<file path="config.mk">
export PLATFORM = sky130hd
export DESIGN_NAME = oc_unit
export DESIGN_NICKNAME = d
export VERILOG_FILES = /design/src/rtl/oc_pkg.sv /design/src/rtl/oc_counter.sv /design/src/rtl/oc_regs.sv /design/src/rtl/oc_chan.sv /design/src/rtl/oc_unit.sv
export SDC_FILE = /design/constraint.sdc
export NUM_CORES = 1
export LEC_CHECK = 0
export BUFFER_PORTS_ARGS = -buffer_cell sky130_fd_sc_hd__buf_2
export CORE_MARGIN = 3
export CORE_UTILIZATION = 56
export CTS_CLUSTER_DIAMETER = 150
export DETAILED_ROUTE_END_ITERATION = 8
export GPL_TIMING_DRIVEN = 0
export PLACE_DENSITY_LB_ADDON = 0.15
export SLEW_MARGIN = 20
export SYNTH_ARGS = -nofsm -noshare
export SYNTH_HDL_FRONTEND = slang
export SYNTH_SLANG_ARGS = --single-unit
</file>
<file path="constraint.sdc">
create_clock -name clk -period 2.6 [get_ports clk]
set_input_delay 0.26 -clock clk [delete_from_list [all_inputs] [get_ports clk]]
set_output_delay 0.26 -clock clk [all_outputs]
set_load 0.02 [all_outputs]
</file>
<file path="src/rtl/oc_pkg.sv">
package oc_pkg;

    localparam int OC_NCH = 8;
    localparam int OC_CW  = 16;
    localparam int OC_DW  = 16;
    localparam int OC_AW  = 5;

    localparam logic [OC_AW-1:0] OC_A_CTRL  = 5'h00;
    localparam logic [OC_AW-1:0] OC_A_COUNT = 5'h01;
    localparam logic [OC_AW-1:0] OC_A_SEL   = 5'h02;
    localparam logic [OC_AW-1:0] OC_A_ACT   = 5'h03;
    localparam logic [OC_AW-1:0] OC_A_FORCE = 5'h04;
    localparam logic [OC_AW-1:0] OC_A_MASK  = 5'h05;
    localparam logic [OC_AW-1:0] OC_A_MDATA = 5'h06;
    localparam logic [OC_AW-1:0] OC_A_FLAG  = 5'h07;
    localparam logic [OC_AW-1:0] OC_A_IEN   = 5'h08;
    localparam logic [OC_AW-1:0] OC_A_CMP0  = 5'h10;

    typedef enum logic [1:0] {
        ACT_KEEP   = 2'b00,
        ACT_TOGGLE = 2'b01,
        ACT_CLEAR  = 2'b10,
        ACT_SET    = 2'b11
    } oc_act_e;

    typedef struct packed {
        logic             sel;
        oc_act_e          act;
        logic [OC_CW-1:0] cmp;
    } oc_chan_cfg_t;

    function automatic logic oc_apply(oc_act_e a, logic cur);
        case (a)
            ACT_TOGGLE: return ~cur;
            ACT_CLEAR:  return 1'b0;
            ACT_SET:    return 1'b1;
            default:    return cur;
        endcase
    endfunction

endpackage

</file>
<file path="src/rtl/oc_counter.sv">
module oc_counter #(
    parameter int CW = 16
) (
    input  logic          clk,
    input  logic          rst,
    input  logic          en,
    input  logic          load,
    input  logic [CW-1:0] load_val,
    output logic [CW-1:0] cnt
);
    always_ff @(posedge clk) begin
        if (rst)
            cnt <= '0;
        else if (load)
            cnt <= load_val;
        else if (en)
            cnt <= cnt + CW'(1);
    end
endmodule

</file>
<file path="src/rtl/oc_regs.sv">
module oc_regs
    import oc_pkg::*;
#(
    parameter int NCH = OC_NCH
) (
    input  logic                clk,
    input  logic                rst,
    input  logic                bus_we,
    input  logic [OC_AW-1:0]    bus_addr,
    input  logic [OC_DW-1:0]    bus_wdata,
    output logic [OC_DW-1:0]    bus_rdata,
    input  logic [OC_CW-1:0]    cnt,
    input  logic [NCH-1:0]      flags,
    output logic                tmr_en,
    output oc_chan_cfg_t        cfg [NCH],
    output logic [NCH-1:0]      mask,
    output logic [NCH-1:0]      mdata,
    output logic [NCH-1:0]      ien,
    output logic [NCH-1:0]      force_stb,
    output logic [NCH-1:0]      flag_clr,
    output logic                cnt_load,
    output logic [OC_CW-1:0]    cnt_val
);
    localparam int ACT_W = 2 * NCH;

    logic               en_q;
    logic [NCH-1:0]     sel_q, mask_q, mdata_q, ien_q;
    logic [ACT_W-1:0]   act_q;
    logic [OC_CW-1:0]   cmp_q [NCH];

    always_ff @(posedge clk) begin
        if (rst) begin
            en_q    <= 1'b0;
            sel_q   <= '0;
            mask_q  <= '0;
            mdata_q <= '0;
            ien_q   <= '0;
            act_q   <= '0;
            for (int i = 0; i < NCH; i++) cmp_q[i] <= '0;
        end else if (bus_we) begin
            case (bus_addr)
                OC_A_CTRL:  en_q    <= bus_wdata[0];
                OC_A_SEL:   sel_q   <= bus_wdata[NCH-1:0];
                OC_A_ACT:   act_q   <= bus_wdata[ACT_W-1:0];
                OC_A_MASK:  mask_q  <= bus_wdata[NCH-1:0];
                OC_A_MDATA: mdata_q <= bus_wdata[NCH-1:0];
                OC_A_IEN:   ien_q   <= bus_wdata[NCH-1:0];
                default: begin
                    for (int i = 0; i < NCH; i++)
                        if (bus_addr == OC_AW'(int'(OC_A_CMP0) + i))
                            cmp_q[i] <= bus_wdata[OC_CW-1:0];
                end
            endcase
        end
    end

    always_comb begin
        bus_rdata = '0;
        case (bus_addr)
            OC_A_CTRL:  bus_rdata[0]         = en_q;
            OC_A_COUNT: bus_rdata[OC_CW-1:0] = cnt;
            OC_A_SEL:   bus_rdata[NCH-1:0]   = sel_q;
            OC_A_ACT:   bus_rdata[ACT_W-1:0] = act_q;
            OC_A_MASK:  bus_rdata[NCH-1:0]   = mask_q;
            OC_A_MDATA: bus_rdata[NCH-1:0]   = mdata_q;
            OC_A_FLAG:  bus_rdata[NCH-1:0]   = flags;
            OC_A_IEN:   bus_rdata[NCH-1:0]   = ien_q;
            default: begin
                for (int i = 0; i < NCH; i++)
                    if (bus_addr == OC_AW'(int'(OC_A_CMP0) + i))
                        bus_rdata[OC_CW-1:0] = cmp_q[i];
            end
        endcase
    end

    assign force_stb = (bus_we && bus_addr == OC_A_FORCE) ? bus_wdata[NCH-1:0] : '0;
    assign flag_clr  = (bus_we && bus_addr == OC_A_FLAG)  ? bus_wdata[NCH-1:0] : '0;
    assign cnt_load  = bus_we && (bus_addr == OC_A_COUNT);
    assign cnt_val   = bus_wdata[OC_CW-1:0];
    assign tmr_en    = en_q;
    assign mask      = mask_q;
    assign mdata     = mdata_q;
    assign ien       = ien_q;

    for (genvar g = 0; g < NCH; g++) begin : g_cfg
        assign cfg[g] = '{sel: sel_q[g], act: oc_act_e'(act_q[2*g +: 2]), cmp: cmp_q[g]};
    end
endmodule

</file>
<file path="src/rtl/oc_chan.sv">
module oc_chan
    import oc_pkg::*;
(
    input  logic             clk,
    input  logic             rst,
    input  oc_chan_cfg_t     cfg,
    input  logic [OC_CW-1:0] cnt,
    input  logic             tmr_en,
    input  logic             force_stb,
    input  logic             ovr_hit,
    input  logic             ovr_val,
    input  logic             flag_clr,
    output logic             match,
    output logic             pin,
    output logic             flag
);
    assign match = tmr_en && cfg.sel && (cnt == cfg.cmp);

    always_ff @(posedge clk) begin
        if (rst) begin
            pin  <= 1'b0;
            flag <= 1'b0;
        end else begin
            if (force_stb)
                pin <= oc_apply(cfg.act, pin);
            else if (ovr_hit)
                pin <= ovr_val;
            else if (match)
                pin <= oc_apply(cfg.act, pin);

            if (match && !force_stb)
                flag <= 1'b1;
            else if (flag_clr)
                flag <= 1'b0;
        end
    end
endmodule

</file>
<file path="src/rtl/oc_unit.sv">
module oc_unit
    import oc_pkg::*;
#(
    parameter int NCH = OC_NCH
) (
    input  logic              clk,
    input  logic              rst,
    input  logic              bus_we,
    input  logic [OC_AW-1:0]  bus_addr,
    input  logic [OC_DW-1:0]  bus_wdata,
    output logic [OC_DW-1:0]  bus_rdata,
    output logic [NCH-1:0]    oc_pin,
    output logic [NCH-1:0]    oc_drive,
    output logic [NCH-1:0]    oc_irq
);
    localparam int MASTER = NCH - 1;

    logic               tmr_en, cnt_load;
    logic [OC_CW-1:0]   cnt, cnt_val;
    oc_chan_cfg_t       cfg [NCH];
    logic [NCH-1:0]     mask, mdata, ien, force_stb, flag_clr;
    logic [NCH-1:0]     match, flags, ovr_hit;

    oc_regs #(.NCH(NCH)) u_regs (
        .clk(clk), .rst(rst),
        .bus_we(bus_we), .bus_addr(bus_addr), .bus_wdata(bus_wdata), .bus_rdata(bus_rdata),
        .cnt(cnt), .flags(flags), .tmr_en(tmr_en), .cfg(cfg),
        .mask(mask), .mdata(mdata), .ien(ien),
        .force_stb(force_stb), .flag_clr(flag_clr),
        .cnt_load(cnt_load), .cnt_val(cnt_val)
    );

    oc_counter #(.CW(OC_CW)) u_cnt (
        .clk(clk), .rst(rst), .en(tmr_en),
        .load(cnt_load), .load_val(cnt_val), .cnt(cnt)
    );

    for (genvar g = 0; g < NCH; g++) begin : g_ch
        assign ovr_hit[g]  = match[MASTER] & mask[g] & cfg[g].sel;
        assign oc_drive[g] = cfg[g].sel;

        oc_chan u_ch (
            .clk(clk), .rst(rst), .cfg(cfg[g]), .cnt(cnt), .tmr_en(tmr_en),
            .force_stb(force_stb[g]), .ovr_hit(ovr_hit[g]), .ovr_val(mdata[g]),
            .flag_clr(flag_clr[g]), .match(match[g]), .pin(oc_pin[g]), .flag(flags[g])
        );
    end

    assign oc_irq = flags & ien;
endmodule

</file>
# [Word-level counts from Yosys, hierarchy flattened]
# Memories as Yosys holds them, arrays and structs flattened.
# Index checks and enable logic that the tools add are counted.
[totals] mem_bits_rw=128 register_bits=81 inputBits=24 mem_count=1 output_inout_bits=40
[memory_table] memory="u_regs.cmp_q" depth=8 word_bits=16 read_ports=8 rd_ports_with_merged_regs=0 wr=8 line="oc_regs.sv:29" text="logic [OC_CW-1:0] cmp_q [NCH];"
[classes] reduce_logical=61 n_addsub=1 eq_ne=48 muxes=113 bitwise=33
[op_table] cell="2-to-1 mux 16 bit" count=18
[op_table] cell="== test 16 bit" count=8
[op_table] cell="2-to-1 mux 1 bit" count=82
[op_table] cell="case mux 7 bit (8 select lines)" count=1
[op_table] cell="== test 5 bit, second input constant" count=8
[op_table] cell="== test 2 bit, second input constant" count=16
[op_table] cell="logical AND 1 bit" count=27
[op_table] cell="case mux 1 bit (3 select lines)" count=8
[op_table] cell="case mux 8 bit (3 select lines)" count=1
[op_table] cell="nonzero test 3 bit" count=8
[op_table] cell="== test 5 x 3 -> 1 bit, second input constant" count=4
[op_table] cell="nonzero test 2 bit" count=9
[op_table] cell="adder 16 x 1 -> 16 bit, second input constant" count=1
[op_table] cell="bitwise AND 1 bit" count=16
[op_table] cell="== test 2 x 1 -> 1 bit, second input constant" count=8
[op_table] cell="2-to-1 mux 8 bit" count=2
[op_table] cell="AND reduction 2 bit" count=6
[op_table] cell="OR reduction 6 bit" count=2
[op_table] cell="== test 5 x 2 -> 1 bit, second input constant" count=2
[op_table] cell="bitwise AND 8 bit" count=1
[op_table] cell="logical NOT 1 bit" count=8
[op_table] cell="inverter 1 bit" count=8
[op_table] cell="bitwise OR 1 bit" count=8
[op_table] cell="case mux 1 bit (8 select lines)" count=1
[op_table] cell="other kinds (3)" count=3

# [Longest topological paths before layout]
[depth] depth_word=10 ltp_mapped=8 depth_no_buf=6

# [By module]
# From an unflattened synthesis, not the netlist that was laid out.
[hier_totals] cells_unflattened=1274 area_unflattened_um2=12129.1
[modules_own_cells] module="oc_regs" cells_per_inst=842 instances=1 area_per_inst_um2=8481.9
[modules_own_cells] module="oc_chan" cells_per_inst=38 instances=8 area_per_inst_um2=320.3
[modules_own_cells] module="oc_counter" cells_per_inst=112 instances=1 area_per_inst_um2=984.7
[modules_own_cells] module="oc_unit" cells_per_inst=16 instances=1 area_per_inst_um2=100.1

# [Least setup slack after synthesis]
# No wires, ideal clock.
[synth_path] path_type="input -> register" from="in bus_addr[2]" to="mem u_regs.cmp_q[6][0], in the netlist u_regs.cmp_q[1][32], enable pin" arrival_time_ns=2.182 path_slack_ns=0.007 cell_stages=5 cell_sequence="clkbuf_1 -> and3b_1 -> clkbuf_1 -> nand2_1 -> o21ai_0"
[synth_rtl] item="start: declaration" line="oc_unit.sv:9" text="input logic [OC_AW-1:0] bus_addr,"
[synth_rtl] item="end: declaration" line="oc_regs.sv:29"

# [Worst setup path after layout]
[layout_path] from="in bus_addr[1]" to="out bus_rdata[15]"
[layout_between] elab_chain_len=10 elab_cells_between_ends=26
[layout_lines] item="== test 5 bit" line="oc_regs.sv:70" text="if (bus_addr == OC_AW'(int'(OC_A_CMP0) + i))"
[layout_lines] item="2-to-1 mux 16 bit (8 in series)" line="oc_regs.sv:70"
[layout_lines] item="case mux 8 bit (3 select lines) *" line="oc_regs.sv:59" text="case (bus_addr)"
[layout_lines] item="end: declaration" line="oc_unit.sv:11" text="output logic [OC_DW-1:0] bus_rdata,"
# Every way passes the cells marked *; elsewhere a longest branch is shown, timed or not.

==> results.md <==
* Via-to-Cell Ratio at 6.346
* Hold slack final at 3.199 ps
* PD cells at around 590 mW/mm²
* CTS root buf: clkbuf_16
* Clock skew at 11.90 ps
* Post-Syn Area at 0.01138 mm²
* Max cap viols at 0
* Hold buffers post-CTS at 0
* Post-Synth Simple-Gate Area at between 10% and 20%
* Slowest CP cell: o21ai_0
* Final global-route overflow total at 0
* Clock buffer depth at 3
* EDFF count, synth at 128
* WL/cell at 24.97 µm
* Leak at 4.498 nW
* Post-synthesis sequential area ratio at between 40% and 50%
* Core box area at around 0.020 mm²
* Largest net degree at the start of global routing at 17
* Fmax at 0.3891 GHz
* Insertion delay to the later sink of the worst-skew pair at about 520 ps
* Die span in y at approximately 150 µm
* Yosys top cell by area: edfxtp_1
* Global-route wire length before repair at between 50 and 60 mm
* CTS sink cnt at 209
* CP Capture Type: output pin
* Initial antenna violation count at 0
* Port buffer count at 54
* Initial detailed-routing violation count at 1298
* Synthesis-to-layout area growth at 12.76%
* Worst EP required at 2340 ps
* Drc violations at 0
* Synth top area share at about a third
* Ant diodes at 0
* Final WL at 38.42 mm
* Die X at roughly 150 µm
* Slew @ Worst Pin at 955.2 ps
* Worst hold-check path type: in2reg
* Final Cycle Share at 98.85%
* RePlAce Congestion at 0.9763
* Share of cells above drive strength 1 at 15.93%
* Syn Nets at 1202
* Global Route Usage Sum at between 30% and 40%
* Worst Path Arrival at 2310 ps
* Synth Area per Inst at 9.672 µm²
* Post-synthesis instance total at approximately 1.2k
* RSZ-0062 raised after global routing: false
* Tmin final at 2570 ps
* Final core utilization at 65.10%
* Vias in the first global route at about 9.3k
* Area of the die at 0.02207 mm²
* Clk slew on worst S/H paths at 60 ps
* Std cell rows at around 50
* CP startpoint kind: primary input
* Synth Area in XOR/XNOR at 11.08%
* Yosys warns at 0
* Peak VDD IR at roughly 540 µV
* Status: finished clean
* Crit path depth at 9
* CP Cell Sequence: clkbuf_2 -> buf_2 -> buf_4 -> clkbuf_2 -> o22ai_1 -> nor2_1 -> a21oi_1 -> o21ai_0 -> buf_2
* Hold Path Depth at 3
* Cell count of the worst reg-to-reg path at 7
* Slew Viols, Final at 0
* Nets at 1284
* Crit Path Class: in2out
* Vias at 9766
* Async S/R FF share, synth at 0%
* Final setup viols at 0
* Fin. Hold Viols at 0
* Critical path's top delay family: buffers and inverters
* Max transition margin at 36.32%
* Combinational family with the most area after synthesis: simple AND/OR/NAND/NOR gates
* Starting Density at between 50% and 60%
* CTS Buf Count at 23
* Synth Area in Compound Gates at roughly an eighth
* Adder-cell area share of the yosys netlist at 0.1099%
* First-pass DRT Iterations at 6
* Worst path max stage delay at 370 ps
* Primary FF master, synth: edfxtp_1
* IO Count at 64
* Post-route ant nets at 0
* Cell types occupying the most area after synthesis: edfxtp_1 34%, dfxtp_1 14%, xnor2_1 8.1%
* Number of synthesized register bits at 209
* Mux cell area share after synthesis at roughly 5.6%
* H-tree levels at 1
* Post-detail-place hpwl at 29.60 mm
* Buf/Inv on CP at 5
* Distinct cells, synth at 55
* Max FO, Critical Path at 10
* CTS tree: built
* Filler cell count at 1609
Yosys cell counts (10+ instances only):
cell type and n:
and3_1 10, clkbuf_1 60, xnor2_1 105, edfxtp_1 128, xor2_1 39, a21oi_1 77
a211oi_1 14, a22oi_1 16, nor2b_1 12, buf_2 22, dfxtp_1 81, mux4_2 16
inv_1 32, buf_4 17, o211ai_1 14, nor2_1 138, and2_1 10, nand4_1 31
a31oi_1 11, nand3_1 54, mux2_2 15, mux2i_1 11, o21ai_0 21, nand2_1 135
per-stage QoR:
step | power [W] | setup TNS, ps | cell area (µm²) | worst slack [ps] | cells
floorplan | 0.004276 | 0 | 11380 | 7.096 | 1177
global placement | 0.004544 | -95320 | 11990 | -1132 | 1496
detailed placement | 0.004561 | -65610 | 12020 | -771.8 | 1498
CTS | 0.007542 | -49.24 | 12770 | -33.47 | 1539
global route | 0.007736 | 0 | 12840 | 0.2260 | 1539
finish | 0.007585 | 0 | 12840 | 29.79 | 1539
area by class of cell:
cell class / count / area (µm²) / area share (%)
Buffer: 104 / 543.0 / 4.230
Sequential cell: 209 / 5465 / 42.58
Inverter: 32 / 120.1 / 0.9358
Tap cell: 265 / 331.6 / 2.583
Clock buffer: 29 / 598.1 / 4.659
Timing Repair Buffer: 59 / 315.3 / 2.456
Clock inverter: 11 / 80.08 / 0.6238
Multi-Input combinational cell: 830 / 5383 / 41.93
where the power goes:
group	switching (W)	leakage, nW	internal (W)
Clock	0.00133	0.337	0.00172
Combinational	0.000498	2.28	0.000265
Sequential	0.000109	1.88	0.00366
Total	0.00194	4.50	0.00565
layout by cell type, fill, tap and decap left out, types with 7 or more instances in the layout:
cell type    n
o211ai_1    14
nand4_1     31
mux2_2      15
a21o_1       7
and3_1      10
o22ai_1      9
nand3_1     53
buf_4       21
xnor2_1    105
a31oi_1     11
clkbuf_16   23
nor2_1     133
a21oi_1     77
nor2b_1     12
a2bb2oi_1    7
nand2_1    131
and2_1      10
buf_2       74
a222oi_1     9
mux2i_1     11
a311oi_1     9
a22oi_1     16
mux4_2      16
dfxtp_1     81
nand2b_1     8
xor2_1      39
clkbuf_2    12
a22o_1       8
o21ai_0     19
clkbuf_1    50
a211oi_1    14
inv_1       32
edfxtp_1   128
final timing paths:
| path | from | end | slack [ps] |
|---|---|---|---|
| worst min register to register | g_ch[4].u_ch.pin$_SDFFE_PP0P_ | g_ch[4].u_ch.pin$_SDFFE_PP0P_ | 470 |
| worst min-delay path | bus_wdata[8] | u_regs.act_q[8]$_SDFFE_PP0P_ | 3 |
| worst max-delay path | bus_addr[1] | bus_rdata[15] | 30 |
| worst max register to register | u_cnt.cnt[1]$_SDFFE_PP0P_ | g_ch[6].u_ch.pin$_SDFFE_PP0P_ | 50 |
kinds of logic after synthesis:
family,after synthesis
adders and majority gates,1
buffers and inverters,138
AOI/OAI and AO/OA,215
and+or+nand+nor,428
muxes,42
DFF,209
xor gates and xnor gates,144
tightest hold or removal path: stages:
cell     delay (ps)
buf_2           120
nand2_1          50
a21oi_1          50
repair_timing:
| action | in CTS | in global routing |
|---|---|---|
| setup buffers | 2 | 1 |
| pin swaps | 2 | 3 |
| gates resized for setup | 25 | 35 |
| endpoints found under the setup margin | 74 | 108 |
| gates cloned | 0 | 0 |
state kept, by name (all words and copies together), names as in the netlist:
register,cells
u_regs.mask,8
u_regs.mdata,8
u_regs.tmr_en,1
g_ch.u_ch.flag,8
u_regs.cmp_q,128
u_cnt.cnt,16
u_regs.ien,8
g_ch.u_ch.pin,8
u_regs.act_q,16
u_regs.sel_q,8
metal layers:
layer | GRT usage (%) | wire length [µm] | vias to the layer above
met3 | 5.119 | 3475 | 147
met5 | 0 | 0 | -
met1 | 44.21 | 14500 | 4655
met4 | 19.95 | 2555 | 0
met2 | 55.72 | 17900 | 613
li1 | - | - | 4351
No activity file was read; power rests on OpenSTA's default activity.
